File: config.mk
export PLATFORM = sky130hd
export DESIGN_NAME = uart_regif
export DESIGN_NICKNAME = d
export VERILOG_FILES = /design/src/rtl/uart_regif_pkg.sv /design/src/rtl/uart_baud_gen.sv /design/src/rtl/uart_tx_shift.sv /design/src/rtl/uart_rx_buf.sv /design/src/rtl/uart_regif.sv
export SDC_FILE = /design/constraint.sdc
export NUM_CORES = 1
export LEC_CHECK = 0
export BUFFER_PORTS_ARGS = -buffer_cell sky130_fd_sc_hd__buf_2
export CELL_PAD_IN_SITES_DETAIL_PLACEMENT = 1
export CELL_PAD_IN_SITES_GLOBAL_PLACEMENT = 1
export CORE_UTILIZATION = 40
export CTS_CLUSTER_SIZE = 14
export DETAILED_ROUTE_END_ITERATION = 10
export HOLD_SLACK_MARGIN = 0.15
export PLACE_DENSITY_LB_ADDON = 0.15
export SYNTH_ARGS = -nofsm -noshare
export SYNTH_HDL_FRONTEND = slang
export SYNTH_HIERARCHICAL = 1
export SYNTH_SLANG_ARGS = --single-unit
export TNS_END_PERCENT = 1
File: constraint.sdc
create_clock -name clk -period 4.28 [get_ports clk]
set_clock_uncertainty 0.1 [all_clocks]
set_input_delay 0.642 -clock clk [delete_from_list [all_inputs] [get_ports clk]]
set_output_delay 0.642 -clock clk [all_outputs]
set_load 0.01 [all_outputs]
File: src/rtl/uart_regif_pkg.sv
// Package: register addresses and the control byte layout shared by the
// serial register controller and its checker. Assumes a 3-bit address bus.
package uart_regif_pkg;
    localparam int ADDR_W = 3;
    localparam int BYTE_W = 8;

    localparam logic [ADDR_W-1:0] A_CTRL   = 3'd0;
    localparam logic [ADDR_W-1:0] A_DIV_HI = 3'd1;
    localparam logic [ADDR_W-1:0] A_DIV_LO = 3'd2;
    localparam logic [ADDR_W-1:0] A_STAT   = 3'd3;
    localparam logic [ADDR_W-1:0] A_DATA   = 3'd4;

    // Control byte, bit 0 at the bottom.
    typedef struct packed {
        logic [1:0] spare;
        logic       tx_bit8;
        logic       nine;
        logic       rx_arm;
        logic       tx_arm;
        logic       rx_on;
        logic       tx_on;
    } ctrl_t;
endpackage

File: src/rtl/uart_baud_gen.sv
// Oversample tick generator: pulses `tick` once every `div` clocks.
// Assumes div may change at any time; a divisor of zero holds it silent.
module uart_baud_gen #(
    parameter int DIV_W = 13
) (
    input  logic             clk,
    input  logic             rst_n,
    input  logic [DIV_W-1:0] div,
    output logic             tick
);
    logic [DIV_W-1:0] cnt;

    // Count down from div-1 and pulse when reloading.
    always_ff @(posedge clk) begin
        if (!rst_n) begin
            cnt  <= '0;
            tick <= 1'b0;
        end else if (div == '0) begin
            cnt  <= '0;
            tick <= 1'b0;
        end else if (cnt == '0) begin
            cnt  <= div - DIV_W'(1);
            tick <= 1'b1;
        end else begin
            cnt  <= cnt - DIV_W'(1);
            tick <= 1'b0;
        end
    end
endmodule

File: src/rtl/uart_tx_shift.sv
// Transmit shifter: takes a byte from the holding register when idle,
// frames it with start, optional ninth and stop bits, and shifts it out
// LSB first, one bit every OSR ticks. Assumes tick comes from the divider.
module uart_tx_shift #(
    parameter int DATA_W = 8,
    parameter int OSR    = 16
) (
    input  logic              clk,
    input  logic              rst_n,
    input  logic              tick,
    input  logic              tx_en,
    input  logic              nine,
    input  logic              bit8,
    input  logic              hold_empty,
    input  logic [DATA_W-1:0] hold_data,
    output logic              take,
    output logic              txd
);
    localparam int FRAME_W = DATA_W + 3;
    localparam int CNT_W   = $clog2(FRAME_W + 1);
    localparam int SUB_W   = $clog2(OSR);

    logic               busy;
    logic [FRAME_W-1:0] shreg;
    logic [CNT_W-1:0]   left;
    logic [SUB_W-1:0]   sub;

    assign take = tx_en && !busy && !hold_empty;
    assign txd  = busy ? shreg[0] : 1'b1;

    // Load a frame, then step one bit per OSR ticks until it is gone.
    always_ff @(posedge clk) begin
        if (!rst_n) begin
            busy  <= 1'b0;
            shreg <= '1;
            left  <= '0;
            sub   <= '0;
        end else if (!tx_en) begin
            busy <= 1'b0;
            sub  <= '0;
        end else if (take) begin
            busy  <= 1'b1;
            sub   <= '0;
            shreg <= {1'b1, (nine ? bit8 : 1'b1), hold_data, 1'b0};
            left  <= nine ? CNT_W'(FRAME_W) : CNT_W'(FRAME_W - 1);
        end else if (busy && tick) begin
            if (sub == SUB_W'(OSR - 1)) begin
                sub   <= '0;
                shreg <= {1'b1, shreg[FRAME_W-1:1]};
                left  <= left - CNT_W'(1);
                if (left == CNT_W'(1)) busy <= 1'b0;
            end else begin
                sub <= sub + SUB_W'(1);
            end
        end
    end
endmodule

File: src/rtl/uart_rx_buf.sv
// Receive side: a data register plus one backup slot, the receive-full
// and overrun flags, and their status-read-then-data-read clear rule.
// Assumes rx_valid is a single-cycle pulse per completed byte.
module uart_rx_buf #(
    parameter int DATA_W = 8
) (
    input  logic              clk,
    input  logic              rst_n,
    input  logic              rx_en,
    input  logic              rx_valid,
    input  logic [DATA_W-1:0] rx_data,
    input  logic              st_rd,
    input  logic              dat_rd,
    output logic [DATA_W-1:0] rdr,
    output logic              full,
    output logic              ovr,
    output logic              hold_v
);
    logic [DATA_W-1:0] hold;
    logic              arm_full;
    logic              arm_ovr;
    logic              accept;
    logic              clr_full;
    logic              clr_ovr;

    assign accept   = rx_valid && rx_en;
    assign clr_full = dat_rd && arm_full && full;
    assign clr_ovr  = dat_rd && arm_ovr && ovr;

    // Remember which flags the last status read saw set.
    always_ff @(posedge clk) begin
        if (!rst_n) begin
            arm_full <= 1'b0;
            arm_ovr  <= 1'b0;
        end else if (st_rd) begin
            arm_full <= full;
            arm_ovr  <= ovr;
        end else if (dat_rd) begin
            arm_full <= 1'b0;
            arm_ovr  <= 1'b0;
        end
    end

    // Move bytes between the arriving pulse, the backup slot and the register.
    always_ff @(posedge clk) begin
        if (!rst_n) begin
            rdr    <= '0;
            hold   <= '0;
            full   <= 1'b0;
            hold_v <= 1'b0;
        end else if (clr_full) begin
            if (hold_v) begin
                rdr    <= hold;
                hold_v <= accept;
                if (accept) hold <= rx_data;
            end else begin
                full <= accept;
                if (accept) rdr <= rx_data;
            end
        end else if (accept) begin
            if (!full) begin
                rdr  <= rx_data;
                full <= 1'b1;
            end else if (!hold_v) begin
                hold   <= rx_data;
                hold_v <= 1'b1;
            end
        end
    end

    // Set overrun on a third byte, clear it by the two-step access.
    always_ff @(posedge clk) begin
        if (!rst_n)                                    ovr <= 1'b0;
        else if (accept && full && hold_v && !clr_full) ovr <= 1'b1;
        else if (clr_ovr)                              ovr <= 1'b0;
    end
endmodule

File: src/rtl/uart_regif.sv
// Register-mapped serial controller top: bus decode, control and divisor
// registers, transmit holding register with its empty flag, and interrupt.
// Assumes single-cycle strobes; rdata is registered one cycle after rd_en.
module uart_regif
    import uart_regif_pkg::*;
#(
    parameter int DIV_W   = 13,
    parameter int OSR     = 16,
    parameter bit IRQ_REG = 1'b0
) (
    input  logic              clk,
    input  logic              rst_n,
    input  logic [ADDR_W-1:0] addr,
    input  logic              rd_en,
    input  logic              wr_en,
    input  logic [BYTE_W-1:0] wdata,
    output logic [BYTE_W-1:0] rdata,
    input  logic              rx_valid,
    input  logic [BYTE_W-1:0] rx_data,
    output logic              txd,
    output logic              irq
);
    localparam int HI_W = DIV_W - BYTE_W;

    ctrl_t             ctrl_q;
    logic [BYTE_W-1:0] div_hi;
    logic [BYTE_W-1:0] div_lo;
    logic [DIV_W-1:0]  divisor;
    logic [BYTE_W-1:0] tx_hold;
    logic              tx_empty;
    logic              arm_tx;
    logic              tx_take;
    logic              tick;
    logic              rx_full;
    logic              rx_ovr;
    logic              rx_hold_v;
    logic [BYTE_W-1:0] rx_reg;
    logic              st_rd;
    logic              dat_rd;
    logic              dat_wr;
    logic              irq_d;

    assign st_rd   = rd_en && (addr == A_STAT);
    assign dat_rd  = rd_en && (addr == A_DATA);
    assign dat_wr  = wr_en && (addr == A_DATA);
    assign divisor = {div_hi[HI_W-1:0], div_lo};

    // Control and divisor registers.
    always_ff @(posedge clk) begin
        if (!rst_n) begin
            ctrl_q <= '0;
            div_hi <= '0;
            div_lo <= '0;
        end else if (wr_en) begin
            case (addr)
                A_CTRL:   ctrl_q <= ctrl_t'(wdata);
                A_DIV_HI: div_hi <= wdata;
                A_DIV_LO: div_lo <= wdata;
                default: ;
            endcase
        end
    end

    // Holding register takes every data write.
    always_ff @(posedge clk) begin
        if (!rst_n)      tx_hold <= '0;
        else if (dat_wr) tx_hold <= wdata;
    end

    // Latch whether the last status read saw transmit-empty set.
    always_ff @(posedge clk) begin
        if (!rst_n)      arm_tx <= 1'b0;
        else if (st_rd)  arm_tx <= tx_empty;
        else if (dat_wr) arm_tx <= 1'b0;
    end

    // Transmit-empty: set on hand-off to the shifter, cleared by the two-step.
    always_ff @(posedge clk) begin
        if (!rst_n)                             tx_empty <= 1'b1;
        else if (tx_take)                       tx_empty <= 1'b1;
        else if (dat_wr && arm_tx && tx_empty)  tx_empty <= 1'b0;
    end

    // Registered read mux.
    always_ff @(posedge clk) begin
        if (!rst_n) begin
            rdata <= '0;
        end else if (rd_en) begin
            case (addr)
                A_CTRL:   rdata <= BYTE_W'(ctrl_q);
                A_DIV_HI: rdata <= div_hi;
                A_DIV_LO: rdata <= div_lo;
                A_STAT:   rdata <= {5'b0, rx_ovr, rx_full, tx_empty};
                A_DATA:   rdata <= rx_reg;
                default:  rdata <= '0;
            endcase
        end
    end

    assign irq_d = (ctrl_q.tx_arm && tx_empty) || (ctrl_q.rx_arm && rx_full);

    generate
        if (IRQ_REG) begin : g_irq_reg
            logic irq_q;
            // Optional output flop on the interrupt line.
            always_ff @(posedge clk) begin
                if (!rst_n) irq_q <= 1'b0;
                else        irq_q <= irq_d;
            end
            assign irq = irq_q;
        end else begin : g_irq_comb
            assign irq = irq_d;
        end
    endgenerate

    uart_baud_gen #(.DIV_W(DIV_W)) u_baud (
        .clk  (clk),
        .rst_n(rst_n),
        .div  (divisor),
        .tick (tick)
    );

    uart_tx_shift #(.DATA_W(BYTE_W), .OSR(OSR)) u_tx (
        .clk       (clk),
        .rst_n     (rst_n),
        .tick      (tick),
        .tx_en     (ctrl_q.tx_on),
        .nine      (ctrl_q.nine),
        .bit8      (ctrl_q.tx_bit8),
        .hold_empty(tx_empty),
        .hold_data (tx_hold),
        .take      (tx_take),
        .txd       (txd)
    );

    uart_rx_buf #(.DATA_W(BYTE_W)) u_rx (
        .clk     (clk),
        .rst_n   (rst_n),
        .rx_en   (ctrl_q.rx_on),
        .rx_valid(rx_valid),
        .rx_data (rx_data),
        .st_rd   (st_rd),
        .dat_rd  (dat_rd),
        .rdr     (rx_reg),
        .full    (rx_full),
        .ovr     (rx_ovr),
        .hold_v  (rx_hold_v)
    );
endmodule

==> results of run 1 <==
==> flip-flops by register name (all words and copies together), names as in the netlist, 4 cells and up <==
signal and flops:
u_rx/rdr 8, u_tx/left 4, tx_hold 8, rdata 8, u_rx/hold 8, u_tx/sub 4, div_hi 8, div_lo 8
ctrl_q 8, u_tx/shreg 10, u_baud/cnt 13
==> worst paths after layout <==
kind / from / endpoint / slack (ns) / depth (start not counted)
setup / recovery: u_baud/cnt[10] / u_baud/cnt[8] / 1.16 / 9
hold / removal: u_rx/hold[3] / u_rx/hold[3] / 0.36 / 2
setup reg to reg: u_baud/cnt[10] / u_baud/cnt[8] / 1.16 / 9
hold reg to reg: u_rx/hold[3] / u_rx/hold[3] / 0.36 / 2
==> routing by layer <==
layer  global-route usage (%)  vias up
met5                        0        -
met1                     30.0     2058
met2                     38.4       45
met3                     3.08       16
met4                     9.30        0
li1                         -     2047
==> power by group through the flow <==
stage | Combinational, µW | Clock [µW] | Sequential, µW
floorplan | 362 | 0 | 963
global placement | 399 | 0 | 970
detailed placement | 415 | 0 | 973
CTS | 417 | 864 | 953
global route | 458 | 901 | 958
finish | 417 | 841 | 954
==> stage by stage <==
stage / power, µW / instance area (µm²) / utilization [%]
2_1_floorplan: 1330 / 4970 / -
3_3_place_gp: 1370 / 5110 / 42.4
3_5_place_dp: 1390 / 5110 / 42.4
4_1_cts: 2230 / 5420 / 44.9
5_1_grt: 2320 / 5420 / 44.9
6_report: 2210 / 5420 / 44.9
==> kinds of logic after synthesis <==
family / synth area share (%)
and+or+nand+nor: 25.1
AOI/OAI and AO/OA: 21.4
DFF: 38.7
buffers and inverters: 5.94
muxes: 6.95
xor gates and xnor gates: 0.882
adders and majority gates: 1.01
==> Yosys cell counts (all sizes together), types with 2 or more instances <==
cell     count  share of area, %
dfxtp       96                39
xor2         4              0.71
and3         3              0.38
or3b         2              0.40
nor2b       19               2.4
a31o         2              0.35
a311oi       9               2.6
nand4        3              0.38
a21boi      19               2.9
o21a         3              0.45
or3          8               1.1
a22oi        6              0.91
a21oi       41               4.6
and2         4              0.55
nand2       81               6.1
nor4        12               1.8
a21bo        2              0.40
a21o         3              0.48
o211ai       3              0.45
nand3       11               1.3
nor4bb       2              0.40
a22o         2              0.35
nor3        30               3.3
mux2         4              0.91
inv          8              0.60
a31oi        4              0.50
or4          4              0.68
nand2b      10               1.4
nand3b       2              0.30
o31ai        2              0.30
buf         30               4.5
o41ai        2              0.88
nor2        29               2.2
ha           4               1.0
nor3b        6               1.2
a2111oi      4               1.2
and4         2              0.40
or4b         2              0.40
o21ai       13               1.3
a211oi      13               2.0
mux2i       30               6.0
clkbuf       9              0.71
==> cell type report <==
| class | count | share of cell area, % |
|---|---|---|
| Clock buffer | 13 | 4.99 |
| Multi-Input combinational cell | 413 | 50.7 |
| Inverter | 9 | 0.646 |
| Timing Repair Buffer | 37 | 3.60 |
| Tap cell | 168 | 3.88 |
| Clock inverter | 2 | 0.693 |
| Sequential cell | 96 | 35.5 |
==> worst max-delay path, cell delays in order (launching register included) <==
cell and delay [ns]:
dfxtp_1 0.32, or4_1 0.71, nor4_4 0.61, a21oi_1 0.20, ha_1 0.25, or3b_1 0.19, nor3_1 0.06, a21boi_0 0.16
a21boi_0 0.28, nor3_2 0.08
==> impl_metrics.tcl, run 1 <==
set metrics [dict create \
    gr-usage-all-layers_pct 22.9 \
    critPathLaunchType "flip-flop" \
    most-common-layout-cells "96 x dfxtp_1, 81 x nand2_1, 37 x a21oi_1" \
    regArea_um2 1920 \
    finalHoldViolations 0 \
    yosysSeqAreaShare_pct 38.7 \
    cts-buffers-inserted 9 \
    met2_length_um 6500 \
    vdd_ir_drop_max_mv 0.169 \
    final.period_utilization_pct 73.0 \
    final_nets 594 \
    multi_input_area_um2 2750 \
    overflow 0 \
    worst_pin_slew_ns 0.984 \
    htree_num_levels 3 \
    vias_per_cell 5.64 \
    cts_tree "built" \
    syn_area_per_cell_um2 8.92 \
    synth_seq_cells 96 \
    cp.arrival_ns 3.22 \
    cp_max_fo 13 \
    max_cap_violations 0 \
    dp.cells 723 \
    synth_flop_cell "dfxtp_1" \
    ant_nets 0 \
    cts_setup_buffers 0 \
    grt_pass1_vias 4259 \
    maxUsedRoutingLayer "met4" \
    portBuffers 33 \
    diodes 0 \
    grt_pass1_wl_um 22700 \
    drc 0 \
    via_count 4166 \
    root_buffer "clkbuf_16" \
    clk_latency_ns 0.35 \
    fp.dieArea_um2 12900 \
    p_leak_uw 0.00189 \
    status "finished clean" \
    drtPass1Iterations 4 \
    drt-total-wl_um 13600 \
    initial_core_util_pct 41.2 \
    io_pins 34 \
    final_common_cell "dfxtp_1" \
    p_clk_share_pct 38.0 \
    path_clk_slew_ns 0.06 \
    p_sw_uw 639 \
    syn_inst 557 \
    power_frac_seq_pct 43.1 \
    yosysWarnings 6 \
    pre_cts_slack_ns 1.17 \
    p_per_area_nw_per_um2 408 \
    nFillCells 1421 \
    slew_headroom_pct 34.0 \
    drv_slew 0 \
    post-route-min-period_ns 3.12 \
    antenna_found_initial 0 \
    internal_power_uw 1570 \
    synth_edf_count 0 \
    syn_to_final_growth_pct 9.12 \
    dr_wl_met3_um 273 \
    holdWs_ns 0.361 \
    ctsResizeCount 0 \
    rows 40 \
    postCtsHoldBufs 0 \
    required_ns 4.38 \
    fin_ws_ns 1.16 \
    die_h_um 113 \
    syn-num-nets 585 \
    wire_per_inst_um 18.4 \
    hp-class "flip-flop to flip-flop" \
    synth_area_um2 4970 \
    rsz0062_at_grt "false" \
    clock_path_buffers 2 \
    swShare_pct 28.9 \
    gp_congestion 0.859 \
    drive_above_1_share_pct 15.8 \
    core-area_um2 12100 \
    tns_ns 0 \
    drtIter0Drc 126 \
    grt_max_degree 28 \
    synth_cell_types 81 \
    m1WireLength_um 6570 \
    final_cells 738 \
    hpwl_um 9850 \
    setup_violations 0 \
    end_kind "flip-flop" \
    pwr-share-comb_pct 18.9 \
    async_reset_ff_share_pct 0 \
    cts_sinks 96 \
    fmax_ghz 0.320 \
    chipWidth_um 113 \
    crit_type "flip-flop to flip-flop" \
]
Note: power is estimated with default switching activity, not from simulation.
==> run 2: changes to the inputs <==
clock period = 2.7 ns   (was 4.28 ns; I/O delays follow)
==> run 2 against run 1 <==
Net effect: count of clock-buffer cells in the layout shrank 2; cell count up 1.5%; critical path type unchanged; largest cell class unchanged; total power up 66%; first-iteration DRC count rose by 15%; highest routed layer unchanged; clock power rose by 66%; die area did not move; worst setup slack got worse by 1.0 ns; utilization is 1.0 points higher; design area rose by 2.2%; sequential share of layout area down 0.57 points.
==> impl_metrics.tcl, run 2 (synthesis gave the netlist of run 1 again) <==
set metrics [dict create \
    status "finished clean" \
    p_per_area_nw_per_um2 662 \
    met2_length_um 6500 \
    cp.arrival_ns 2.75 \
    antenna_found_initial 0 \
    worstHoldStart "rx_data[3]" \
    via_count 4202 \
    path_cells "or2_2 > nor4_4 > a21oi_1 > ha_2 > or3b_1 > nor3_2 > a21bo_2 > or4_1 > a21oi_1" \
    ant_nets 0 \
    path_clk_slew_ns 0.07 \
    drv_slew 0 \
    hpwl_um 9900 \
    dr_wl_met3_um 402 \
    maxUsedRoutingLayer "met4" \
    clk_latency_ns 0.35 \
    most-common-layout-cells "87 x dfxtp_1, 81 x nand2_1, 36 x a21oi_1" \
    wire_per_inst_um 18.4 \
    cts_sinks 96 \
    r2r-start "u_baud/cnt[6]" \
    max_cap_violations 0 \
    vias_per_cell 5.61 \
    largest_register "u_baud/cnt" \
    regArea_um2 1930 \
    htree_num_levels 3 \
    grt_max_degree 37 \
    rows 40 \
    crit_path_max_incr_delay_ns 0.47 \
    largest_reg_flops 13 \
    holdWs_ns 0.213 \
    drtIter0Drc 145 \
    m1WireLength_um 6520 \
    cts_tree "built" \
    cp_max_fo 6 \
    postCtsHoldBufs 0 \
    critPathMostFrequentCell "a21oi_1" \
    hp-class "input port to flip-flop" \
    fin_ws_ns 0.133 \
    fmax_ghz 0.390 \
    initial_core_util_pct 41.2 \
    finalHoldViolations 0 \
    drt-total-wl_um 13700 \
    critPathSlowestCell "or4_1" \
    clock_path_buffers 2 \
    worst_pin_slew_ns 0.592 \
    drc 0 \
    drive_above_1_share_pct 19.8 \
    multi_input_area_um2 2770 \
    crit_type "flip-flop to flip-flop" \
    drtPass1Iterations 4 \
    slew_headroom_pct 60.3 \
    nFillCells 1421 \
    overflow 0 \
    final.period_utilization_pct 95.1 \
    grt_pass1_vias 4339 \
    grt_pass1_wl_um 22600 \
    portBuffers 33 \
    cp.buffers_inverters 0 \
    cp-startpoint "u_baud/cnt[6]" \
    final_common_cell "dfxtp_1" \
    required_ns 2.88 \
    die_h_um 113 \
    fp.dieArea_um2 12900 \
    final_nets 604 \
    vdd_ir_drop_max_mv 0.299 \
    cts-buffers-inserted 9 \
    setup_violations 0 \
    gp_congestion 0.821 \
    post-route-min-period_ns 2.57 \
    diodes 0 \
    crit_family "simple AND/OR/NAND/NOR gates" \
    io_pins 34 \
    reg_top3 "u_baud/cnt: 13 flops, u_tx/shreg: 10 flops" \
    end_kind "flip-flop" \
    p_leak_uw 0.00196 \
    syn_to_final_growth_pct 11.5 \
    chipWidth_um 113 \
    core-area_um2 12100 \
    critPathLaunchType "flip-flop" \
    gr-usage-all-layers_pct 22.7 \
    root_buffer "clkbuf_16" \
    pre_cts_slack_ns -0.0245 \
]
==> run 2: changes by cell type in the layout (fill, tap and decap cells not counted), sizes merged <==
cell / before / now
buf: 37 / 47
bufinv: 1 / 2
clkbuf: 13 / 11
clkinv: 1 / 3
clkinvlp: 1 / 0
inv: 8 / 9
==> run 2: path summary, 6_finish.rpt <==
check / end / slack, ns / cells after the start
max: u_baud/cnt[10] / 0.13 / 9
min: u_rx/hold[3] / 0.21 / 3
max reg2reg: u_baud/cnt[10] / 0.13 / 9
min reg2reg: tx_hold[2] / 0.36 / 2
==> run 2: power by group <==
group          leakage [µW]  internal [µW]  switching, µW
sequential         0.000781           1470           51.5
clock              0.000160            838            563
combinational       0.00102            298            451
==> run 2: worst register-to-register path: cells and delay by family (launching register included) <==
family | cells | cell delay [ns]
AND/OR/NAND/NOR | 5 | 1.20
AO/OA/AOI/OAI | 3 | 0.61
flip-flops | 1 | 0.37
adder cells (fa/ha/maj) | 1 | 0.21
==> run 2: stage by stage <==
step	std cells	TNS [ns]	utilization [%]	area (µm²)	total power, µW
global placement	733	0	43.0	5190	2240
CTS	749	0	45.7	5520	3680
finish	749	0	45.9	5540	3670
global route	749	-0.00245	45.9	5540	3830
detailed placement	733	-0.0245	43.0	5190	2260
floorplan	557	0	-	4970	2100
==> run 2: metal layers <==
layer  global-route usage (%)  up-vias
li1                         -     2057
met1                     30.1     2059
met2                     36.6       66
met3                     3.19       20
met4                     10.4        0
met5                        0        -
==> run 2: timing repair <==
action	4_1_cts	5_1_grt
resized for setup	2	12
endpoints found under the setup margin	1	3
endpoints found under the hold margin	0	0
buffers inserted	0	0
==> run 2: final cells by class <==
cell class              instances  share of cell area, %
clock inverters                 5                   1.42
inverters                       9                  0.632
multi-input cells             413                   50.0
repair buffers                 47                   4.88
clock buffers                  11                   4.38
well taps                     168                   3.79
flip-flops and latches         96                   34.9
